==> src/rtl/ddr_sram_pkg.sv <==
package ddr_sram_pkg;
  typedef enum logic [1:0] {
    OP_IDLE  = 2'd0,
    OP_READ  = 2'd1,
    OP_WRITE = 2'd2
  } op_e;

  localparam int unsigned BEATS = 2;
endpackage

==> src/rtl/ddr_enable_decode.sv <==
module ddr_enable_decode #(
  parameter int unsigned N_PROG = 2
) (
  input  logic              en_fixed_n_i,
  input  logic [N_PROG-1:0] en_prog_i,
  input  logic [N_PROG-1:0] pol_i,
  output logic              sel_o,
  output logic              prog_ok_o
);
  logic [N_PROG-1:0] act;

  genvar gi;
  generate
    for (gi = 0; gi < N_PROG; gi++) begin : g_en
      assign act[gi] = (en_prog_i[gi] == pol_i[gi]);
    end
  endgenerate

  assign prog_ok_o = &act;
  assign sel_o     = prog_ok_o & ~en_fixed_n_i;
endmodule

==> src/rtl/ddr_cmd_decode.sv <==
module ddr_cmd_decode
  import ddr_sram_pkg::*;
#(
  parameter int unsigned ADDR_W = 4
) (
  input  logic              clk,
  input  logic              rst,
  input  logic              sel_i,
  input  logic              adv_i,
  input  logic              wr_n_i,
  input  logic [ADDR_W-1:0] addr_i,
  output op_e               op_o,
  output logic [ADDR_W-1:0] addr_o
);
  op_e               op_q, op_d;
  logic [ADDR_W-1:0] addr_q, addr_d;

  always_comb begin
    op_d   = OP_IDLE;
    addr_d = addr_q;
    if (sel_i) begin
      if (!adv_i) begin
        op_d   = wr_n_i ? OP_READ : OP_WRITE;
        addr_d = addr_i;
      end else if (op_q != OP_IDLE) begin
        op_d   = op_q;
        addr_d = addr_q ^ ADDR_W'(1);
      end
    end
  end

  always_ff @(posedge clk) begin
    if (rst) begin
      op_q   <= OP_IDLE;
      addr_q <= '0;
    end else begin
      op_q   <= op_d;
      addr_q <= addr_d;
    end
  end

  assign op_o   = op_q;
  assign addr_o = addr_q;
endmodule

==> src/rtl/ddr_pair_array.sv <==
module ddr_pair_array
  import ddr_sram_pkg::*;
#(
  parameter int unsigned ADDR_W = 4,
  parameter int unsigned DATA_W = 8
) (
  input  logic                         clk,
  input  logic                         we_i,
  input  logic                         re_i,
  input  logic [ADDR_W-1:0]            addr_i,
  input  logic [BEATS-1:0][DATA_W-1:0] wdata_i,
  output logic [BEATS-1:0][DATA_W-1:0] rdata_o
);
  localparam int unsigned DEPTH = 1 << ADDR_W;

  genvar gb;
  generate
    for (gb = 0; gb < BEATS; gb++) begin : g_beat
      logic [DATA_W-1:0] mem [DEPTH];
      logic [DATA_W-1:0] rd_q;

      always_ff @(posedge clk) begin
        if (we_i) mem[addr_i] <= wdata_i[gb];
        if (re_i) rd_q <= mem[addr_i];
      end

      assign rdata_o[gb] = rd_q;
    end
  endgenerate
endmodule

==> src/rtl/ddr_sram_engine.sv <==
module ddr_sram_engine
  import ddr_sram_pkg::*;
#(
  parameter int unsigned ADDR_W = 4,
  parameter int unsigned DATA_W = 8
) (
  input  logic              clk,
  input  logic              rst,
  input  logic [ADDR_W-1:0] addr_i,
  input  logic              wr_n_i,
  input  logic              adv_i,
  input  logic              en1_n_i,
  input  logic              en2_i,
  input  logic              en3_i,
  input  logic              en2_pol_i,
  input  logic              en3_pol_i,
  input  logic [DATA_W-1:0] wr_rise_i,
  input  logic [DATA_W-1:0] wr_fall_i,
  output logic [DATA_W-1:0] rd_rise_o,
  output logic [DATA_W-1:0] rd_fall_o,
  output logic              rd_oe_o,
  output logic              echo_en_o
);
  logic                         sel, prog_ok;
  op_e                          op;
  logic [ADDR_W-1:0]            op_addr;
  logic [BEATS-1:0][DATA_W-1:0] wdata, rdata;
  logic                         oe_q, echo_q;

  ddr_enable_decode #(.N_PROG(2)) u_en (
    .en_fixed_n_i (en1_n_i),
    .en_prog_i    ({en3_i, en2_i}),
    .pol_i        ({en3_pol_i, en2_pol_i}),
    .sel_o        (sel),
    .prog_ok_o    (prog_ok)
  );

  ddr_cmd_decode #(.ADDR_W(ADDR_W)) u_cmd (
    .clk    (clk),
    .rst    (rst),
    .sel_i  (sel),
    .adv_i  (adv_i),
    .wr_n_i (wr_n_i),
    .addr_i (addr_i),
    .op_o   (op),
    .addr_o (op_addr)
  );

  assign wdata[0] = wr_rise_i;
  assign wdata[1] = wr_fall_i;

  ddr_pair_array #(.ADDR_W(ADDR_W), .DATA_W(DATA_W)) u_arr (
    .clk     (clk),
    .we_i    (op == OP_WRITE),
    .re_i    (op == OP_READ),
    .addr_i  (op_addr),
    .wdata_i (wdata),
    .rdata_o (rdata)
  );

  always_ff @(posedge clk) begin
    if (rst) begin
      oe_q   <= 1'b0;
      echo_q <= 1'b0;
    end else begin
      oe_q   <= (op == OP_READ);
      echo_q <= prog_ok;
    end
  end

  assign rd_rise_o = rdata[0];
  assign rd_fall_o = rdata[1];
  assign rd_oe_o   = oe_q;
  assign echo_en_o = echo_q;
endmodule

==> config.mk <==
export PLATFORM = sky130hd
export DESIGN_NAME = ddr_sram_engine
export DESIGN_NICKNAME = d
export VERILOG_FILES = /design/src/rtl/ddr_sram_pkg.sv /design/src/rtl/ddr_enable_decode.sv /design/src/rtl/ddr_cmd_decode.sv /design/src/rtl/ddr_pair_array.sv /design/src/rtl/ddr_sram_engine.sv
export SDC_FILE = /design/constraint.sdc
export NUM_CORES = 1
export LEC_CHECK = 0
export CAP_MARGIN = 30
export CORE_MARGIN = 1.5
export CORE_UTILIZATION = 58
export DETAILED_ROUTE_END_ITERATION = 16
export DONT_BUFFER_PORTS = 1
export PLACE_DENSITY = 0.74
export SYNTH_ARGS = -nofsm -noshare
export SYNTH_HDL_FRONTEND = slang
export SYNTH_SLANG_ARGS = --single-unit
==> constraint.sdc <==
create_clock -name clk -period 7.65 [get_ports clk]
set_input_delay 0.3825 -clock clk [delete_from_list [all_inputs] [get_ports clk]]
set_output_delay 0.3825 -clock clk [all_outputs]
set_load 0.01 [all_outputs]
**Yosys cells after proc, flatten, opt, wreduce, memory -nomap -nowiden**

Memories as Yosys holds them, arrays and structs flattened. A register that Yosys moved wholly into a read port is not among the register bits.
Index checks and enable logic that the tools add are counted.

- Add/subtract/negate cells: 0
- Multiply operators: 0
- Div/mod/pow operators: 0
- Magnitude comparators: 0
- Equal/unequal tests: 6
- Shifts and indexed selects: 0
- Muxes and demuxes: 7
- Bitwise logic cells: 5
- Reductions and logical operators: 5

Operators by type and width:

| cell | number |
|---|---|
| two-way mux 2 bit | 3 |
| AND reduction 2 bit | 3 |
| two-way mux 4 bit | 1 |
| NOT 1 bit | 4 |
| two-way mux 1 bit | 3 |
| equality test 1 bit | 2 |
| equality test 2 x 1 -> 1 bit (second input constant) | 1 |
| equality test 2 bit (second input constant) | 1 |
| inequality test 2 x 1 -> 1 bit (second input constant) | 1 |
| inequality test 2 bit (second input constant) | 1 |
| nonzero test 2 bit | 1 |
| OR reduction 2 bit | 1 |
| AND 1 bit | 1 |

- Bits in registers: 8
- Latch bits: 0
- Memory bits (writable): 256
- Memory bits (read-only): 0
- Input port bits: 29
- Output and inout port bits: 18
- Logic and storage cells: 30
- Memories kept: 2

Memory list:

| memory | words | width | read ports | clocked after Yosys merged registers in | write ports | line | RTL |
|---|---|---|---|---|---|---|---|
| u_arr.g_beat[0].mem | 16 | 8 | 1 | 1 | 1 | ddr_pair_array.sv:19 | `logic [DATA_W-1:0] mem [DEPTH];` |
| u_arr.g_beat[1].mem | 16 | 8 | 1 | 1 | 1 | ddr_pair_array.sv:19 |  |

**Longest topological paths before layout**

Gate-level depths: netlist (run 1).

- Depth in word-level cells: 5
- Depth in mapped cells: 6
- Depth with buffers taken out: 4

**Hierarchy**

Synthesis (run 1) repeated with hierarchy kept, for this count alone.

- Cells, all modules: 470
- Area total of the unflattened synthesis: 10611.4 µm²

Modules (own cells, without submodules):

| module | times used | cells an instance | area each (µm²) | sequential area each (µm²) |
|---|---|---|---|---|
| ddr_pair_array | 1 | 434 | 10252.3 | 8167.8 |
| ddr_cmd_decode | 1 | 26 | 254.0 | 120.1 |
| ddr_sram_engine | 1 | 6 | 73.8 | 40.0 |
| ddr_enable_decode | 1 | 4 | 31.3 | 0.0 |

**Worst setup path before layout (run 1)**

Ideal clock, no wire load.

- Path type: register -> register
- Start point: reg u_cmd.addr_q[1] (netlist: u_cmd.addr_o[1])
- End point: mem u_arr.g_beat[0].mem[2][0], enable pin
- Library setup time: 409 ps
- Arrival: 2247 ps
- Data required time: 7241 ps
- Path slack: 4994 ps
- Cell stages (with the launch flop): 5
- Buffers on the path: 2
- Period minus slack after synthesis: 2656 ps
- Path through: dfxtp_1 -> buf_2 -> buf_2 -> or3b_2 -> nor3_1

RTL lines:

| element | line | RTL |
|---|---|---|
| start: declaration | ddr_cmd_decode.sv:16 | `logic [ADDR_W-1:0] addr_q, addr_d;` |
| start signal: assignment | ddr_cmd_decode.sv:38 | `addr_q <= addr_d;` |
| end: declaration | ddr_pair_array.sv:19 |  |

No word-level cell before the write port.

**Final worst setup path (run 1)**

- Start point: reg u_cmd.addr_q[0] (netlist: u_cmd.addr_o[0])
- End point: mem u_arr.g_beat[0].mem[7][6], enable pin

No word-level cell before the write port.

==> impl_results.md, run 1 <==
- Setup TNS: 0 ps
- Worst Path Required: 7800 ps
- Reg clk slew, reported paths: 60 ps
- Vias in the first global route: 5063
- Status: finished, final reports clean
- First-pass GRT wire length: 31.91 mm
- CP max FO: 44
- Antenna viol nets, final: 0
- Iteration-0 DRC Markers: 553
- Slew headroom: 33.80%
- Post-route clock period utilization: 41.87%
- Share of layout cells above drive strength 1: a little over a quarter
- Crit path arrival time: ~3400 ps
- Yosys top cell area share: 77.64%
- DP Wirelength: 12.47 mm
- Worst-skew pair later-pin latency: 540 ps
- Worst Skew: 12.22 ps
- Drt drc: 0
- Layout Nets: 542
- Count of warnings emitted by yosys: 0
- TritonCTS Sinks: 280
- Via count: 4910
- Number of H-tree levels: 1
- Post-Place Cells: 690
- Total Wirelength: 21.31 mm
- Drt wl/cell: 27.89 microns
- Mapped Area: 10520 sq um
- Peak VDD IR: ~0.21 mV
- Initial core utilization: between 50% and 60%
- Max-cap viol count: 0
- Final min period: about 3200 ps
- Mapped Nets: 501
- Register area share after synthesis: roughly four fifths
- ANT cells: 0
- 1st-pass router iterations: 5
- Initial antenna violation count: 0
- PD cells: 257.3 nW/um^2
- Grt ovf: 0
- Die height: 137.7 microns
- Critical path class: register to register
- Yosys reg bits: 280
- IO Count: 47
- Syn_area_per_cell: 22.29 sq um
- Hold Crit Class: input pin to register
- Layout filler cell count: 1099
- Max Freq: about 310 MHz
- Lkg Pwr: 3.678 nW
- CTS max path bufs: 3
- PortBufs: 0
- Yosys cell types: 26
- Finished Layout Cells: 764
- GPL Wtd Cong: 0.8133
- Gate Count Post-Synth: 472
- Total Routing Usage GR: 23.89%
- P&R area growth vs syn: 14.34%
- Vias per cell: 6.427
- Total die area: 18950 sq um
- Hold Vio Cnt, Final: 0
- Largest net degree at the start of global routing: 70
- Post-CTS Resized: 0
- Slew @ Worst Pin: 991.9 ps
- Root Driver: clkbuf_16
- Final setup fails: 0
- Top cells by area, synth: edfxtp_1 78%, mux4_2 14%, a22oi_1 2.3%
- RSZ-0062 raised after global routing: no
- CTS tree: done
- Final Max Slew Viols: 0
- Area leader, netlist: edfxtp_1
- Die W: 137.7 microns
- CP startpoint kind: register
- Cell row count: 49
- Cts bufs inserted: 28
- Worst Hold Slack: 17.55 ps
- Crit. End Element: register
- Core ar.: 17900 sq um
==> per-stage QoR <==
step	utilization [%]	total power [mW]	setup WS, ps	instance area, sq um
6_report	67.19	3.095	4447	12030
5_1_grt	67.19	3.181	4156	12030
4_1_cts	67.05	3.111	4323	12000
3_5_place_dp	60.99	1.786	4347	10920
3_3_place_gp	60.02	1.783	4270	10750
2_1_floorplan	-	1.771	4994	10520
==> logic make-up (layout without fill, tap and decap cells) <==
group / count (synthesis) / count (layout) / share of synthesized area, %
compound gates: 38 / 38 / 2.605
xor+xnor: 2 / 2 / 0.1665
buf+inv: 28 / 91 / 1.415
flops: 280 / 280 / 79.16
mux: 67 / 67 / 13.99
simple gates: 57 / 57 / 2.664
==> final timing paths <==
kind                    from                   endpoint  slack [ps]  cells after the start
max          u_cmd.addr_o[0]  u_arr.g_beat[0].mem[7][6]        4450                      3
min reg2reg    u_cmd.op_o[1]              u_cmd.op_o[1]         580                      2
max reg2reg  u_cmd.addr_o[0]  u_arr.g_beat[0].mem[7][6]        4450                      3
min                addr_i[1]            u_cmd.addr_o[1]          20                      2
==> final cells by class <==
cell class / count / area, sq um / area share, %
Clock buffer: 37 / 755.7 / 6.283
Clock inverter: 15 / 127.6 / 1.061
Inverter: 2 / 7.507 / 0.06241
Multi-Input combinational cell: 164 / 2096 / 17.42
Sequential cell: 280 / 8333 / 69.27
Tap cell: 229 / 286.5 / 2.382
Timing Repair Buffer: 37 / 422.9 / 3.516
==> registers in the layout, indices dropped and copies added (netlist names) <==
name and count:
echo_en_o 1, rd_oe_o 1, u_arr.g_beat.mem 256, u_arr.g_beat.rd_q 16
u_cmd.addr_o 4, u_cmd.op_o 2
==> power by group <==
part	switching (mW)	total (mW)	leakage, nW	internal, mW
combinational	0.0537	0.0913	0.735	0.0376
sequential	0.00588	1.69	2.51	1.69
clock	0.550	1.31	0.433	0.762
total	0.610	3.10	3.68	2.49
==> synthesized netlist by cell type (all sizes together) <==
| library cell | number |
|---|---|
| nor2b | 5 |
| mux4 | 64 |
| nor4 | 1 |
| inv | 2 |
| dfxtp | 8 |
| or3b | 2 |
| and2 | 1 |
| nor2 | 17 |
| buf | 15 |
| edfxtp | 272 |
| nand4b | 1 |
| nor3 | 6 |
| nand2 | 18 |
| xor2 | 2 |
| a2111oi | 1 |
| mux2i | 3 |
| a21oi | 2 |
| clkbuf | 11 |
| a22oi | 32 |
| nand2b | 3 |
| or3 | 3 |
| o21ai | 3 |
==> metal layers <==
metal / global-route usage (%) / routed length [microns] / vias up
met5: 0 / 0 / -
met4: 5.439 / 421 / 0
met3: 4.341 / 1393 / 33
met2: 37.36 / 10670 / 186
met1: 35.82 / 8828 / 2630
li1: - / - / 2061
==> cell usage in the layout, fill, tap and decap left out, types with 3 or more instances in the layout <==
master	netlist	layout
nor2_2	0	12
mux4_2	64	64
clkbuf_16	0	29
mux2i_1	3	3
buf_4	3	3
dfxtp_1	8	6
nor2b_1	5	4
dlygate4sd3_1	0	20
buf_8	0	7
nor2_1	17	5
o21ai_0	3	3
nand2b_1	3	3
a22oi_1	32	32
clkinv_2	0	6
clkinv_1	0	5
nand2_1	18	18
clkbuf_1	11	8
nor3_2	0	4
edfxtp_1	272	272
buf_6	3	6
==> repair_timing <==
item                                   CTS  global route
hold buffers                            20             0
endpoints found under the hold margin  264             0
buffers inserted                         0             0
setup endpoints to repair                0             0
==> critical path, stage by stage, from the launching register on <==
cell      delay [ps]
dfxtp_4          670
buf_4            740
nand4b_1         430
nor2_2           880
Note: power is estimated with default switching activity, not from simulation.
==> inputs of run 2 (changes only) <==
--- a/config.mk
+++ b/config.mk
@@ -5,6 +5,7 @@
 export SDC_FILE = /design/constraint.sdc
 export NUM_CORES = 1
 export LEC_CHECK = 0
+export ABC_AREA = 1
 export CAP_MARGIN = 30
 export CORE_MARGIN = 1.5
 export CORE_UTILIZATION = 58
==> constraint.sdc (replaced) <==
create_clock -name clk -period 3 [get_ports clk]
set_input_delay 0.15 -clock clk [delete_from_list [all_inputs] [get_ports clk]]
set_output_delay 0.15 -clock clk [all_outputs]
set_load 0.01 [all_outputs]
==> impl_results.md, run 2 <==
- Status: finished, final reports clean
- Number of H-tree levels: 1
- Critical path's most frequent cell: dlygate4sd3_1
- Total die area: 20320 sq um
- Top cells by area, synth: edfxtp_1 72%, nand2_1 20%, dfxtp_1 1.4%
- Initial core utilization: 59.79%
- PD cells: 631.7 nW/um^2
- Design Power: 8.190 mW
- Reg clk slew, reported paths: roughly 60 ps
- Post-route clock period utilization: 83.22%
- Cell Chain, Critical Path: dlygate4sd3_1 -> nand2_1 -> dlygate4sd3_1 -> nand2_2 -> dlygate4sd3_1 -> nand2_1 -> nor2_2 -> nand2_2 -> nor2_1 -> dlygate4sd3_1
- Grt met1 use: 36.97%
- Initial antenna violation count: 2
- Grt peak-use layer: met2
- Commonest non-fill, non-tap cell in the layout: nand2_1
- Grt ovf: 0
- CP startpoint kind: input pin
- Drt drc: 0
- Final setup fails: 0
- Syn_area_per_cell: approximately 11 sq um
- Layout filler cell count: 1353
- Hold path depth: 4
- Min-Delay Endpoint: echo_en_o
- Slew headroom: slightly below 30%
- Predominant post-synthesis flop cell: edfxtp_1
- Post-CTS Setup Bufs: 0
- Finished Cell Area: between 10000 and 15000 sq um
- Area leader, netlist: edfxtp_1
- DP Wirelength: 14.95 mm
- IO Count: 47
- Mapped Nets: 1059
- Setup TNS: 0 ps
- Register area share after synthesis: about three quarters
- Max incr delay on CP: 570 ps
- CTS tree: done
- Final Max Slew Viols: 0
- Vias per cell: 5.524
- Reg-to-Reg End: u_arr.g_beat[0].mem[8][5]
- Die W: around 140 microns
- Vias in the first global route: 7083
- Area occupied by multi-input gates: 2719 sq um
- R2R Setup Slk: 750 ps
- Reg2Reg Launch Point: u_cmd.op_o[1]
- Worst Hold Slack: 4.121 ps
- Core ar.: 18890 sq um
- Post-synth EDFFs: 272
- Final min period: 2496 ps
- Die height: around 140 microns
- Worst-skew pair later-pin latency: 530 ps
- PortBufs: 0
- Post-synth ARST share: 0%
- Placed cell area: 11700 sq um
- Total Routing Usage GR: a little over a quarter
- CTS max path bufs: 3
- Most numerous cell in the Yosys netlist: nand2_1
- Crit path arrival time: 2960 ps
- Peak VDD IR: between 0.5 and 0.6 mV
- Hold path start: en3_pol_i
- FF+latch area: around 8300 sq um
- Hold Vio Cnt, Final: 0
- Mapped Area: 11300 sq um
- Crit. End Element: register
- Layout Nets: 1106
- Via count: roughly 7500
- First-pass GRT wire length: 40.65 mm
- Antenna viol nets, final: 0
- TritonCTS Sinks: 280
- Max-cap viol count: 0
- Cell row count: 50
- Worst Skew: 9.082 ps
- CP max FO: 3
- Yosys cell types: 18
- Top reg by flops: u_arr.g_beat.mem
- Max Freq: between 400 and 500 MHz
- 1st-pass router iterations: 5
- Synth top cells by count: 614 x nand2_1, 272 x edfxtp_1, 34 x nor2_1
- Routing usage on met3: just under 4%
- Lkg Pwr: between 5 and 6 nW
- Critical path class: input pin to register
- Met2 Use GR: between 40% and 50%
- RSZ-0062 raised after global routing: no
- Worst Path Required: about 3500 ps
- Share of layout cells above drive strength 1: 8.751%
- Root Driver: clkbuf_16
- Gate Count Post-Synth: 1030
- Largest net degree at the start of global routing: 88
- Yosys reg bits: 280
- Yosys top cell area share: 72.31%
- Total Wirelength: 26.78 mm
- Most frequent cells in the layout: 612 x nand2_1, 272 x edfxtp_1, 29 x clkbuf_16, 29 x dlygate4sd3_1, 27 x buf_4
- Setup crit start: en2_pol_i
- CP max-delay cell: dlygate4sd3_1
- Hold Crit Class: input pin to register
- Cts bufs inserted: 28
- Count of warnings emitted by yosys: 0
- Slew @ Worst Pin: 1062 ps
- GPL Wtd Cong: 0.8095
- Drt wl/cell: 19.72 microns
- Iteration-0 DRC Markers: 790
- Max FFs per register: 256
- Reg2reg path depth: 4
- P&R area growth vs syn: 14.77%
[run 2: cell types whose count changed after synthesis, sizes merged, moves of 18 or more]
cell / previous run / this run
a22oi: 32 / 0
buf: 15 / 39
nor2: 17 / 35
nand2: 18 / 614
nand4: 0 / 18
mux4: 64 / 0
nand3: 0 / 18
[run 2: cells by family (layout without fill, tap and decap cells)]
group,after synthesis,in the layout,synth area share (%)
AND/OR/NAND/NOR,687,687,23.52
buffers and inverters,61,128,2.669
flip-flops,280,280,73.73
other,0,1,0
AO/OA/AOI/OAI,2,2,0.08853
[run 2: report_power, final]
group	internal (mW)	switching (mW)
Clock	2.18	1.39
Combinational	0.0884	0.216
Sequential	4.30	0.0114
[run 2: final cells by class]
class | instances | share of cell area, %
antenna | 1 | 0.01930
clock buffer | 34 | 5.743
clock inverter | 16 | 1.573
inverter | 18 | 0.5308
multi-input combinational | 689 | 20.97
sequential | 280 | 64.28
tap | 260 | 2.509
timing repair buffer | 60 | 4.372
[run 2: worst max path at each step]
| stage | cells past startpoint | endpoint |
|---|---|---|
| after floorplan | 5 | u_arr.g_beat[0].mem[0][0] |
| after global placement | 8 | u_arr.g_beat[1].rd_q[1] |
| after detailed placement | 4 | u_arr.g_beat[1].mem[0][1] |
| after CTS | 11 | u_cmd.op_o[0] |
| after global routing | 10 | u_cmd.op_o[1] |
| final | 10 | u_cmd.op_o[1] |
[run 2: metrics by stage]
step | worst slack [ps] | utilization [%] | std cells
4_1_cts | 52.33 | 68.53 | 1357
5_1_grt | 417.5 | 68.62 | 1358
6_report | 503.5 | 68.62 | 1358
2_1_floorplan | 961.2 | - | 1030
3_3_place_gp | 727.3 | 61.70 | 1275
3_5_place_dp | 759.8 | 61.92 | 1277
[run 2: critical path: cells and delay by family]
| kind | cells | cell delay (ps) |
|---|---|---|
| buffers and inverters | 4 | 2220 |
| AND/OR/NAND/NOR | 6 | 590 |
[run 2: layer usage]
layer | up-vias | wire [microns]
met4 | 2 | 778
met5 | - | 11
met3 | 72 | 2257
met2 | 358 | 13260
li1 | 3501 | -
met1 | 3568 | 10470
[run 2: timing repair]
action                                  in CTS  in global routing
hold endpoints to repair                   264                  1
endpoints found under the setup margin       0                  2
gates resized for setup                      0                  4
hold buffers                                30                  1
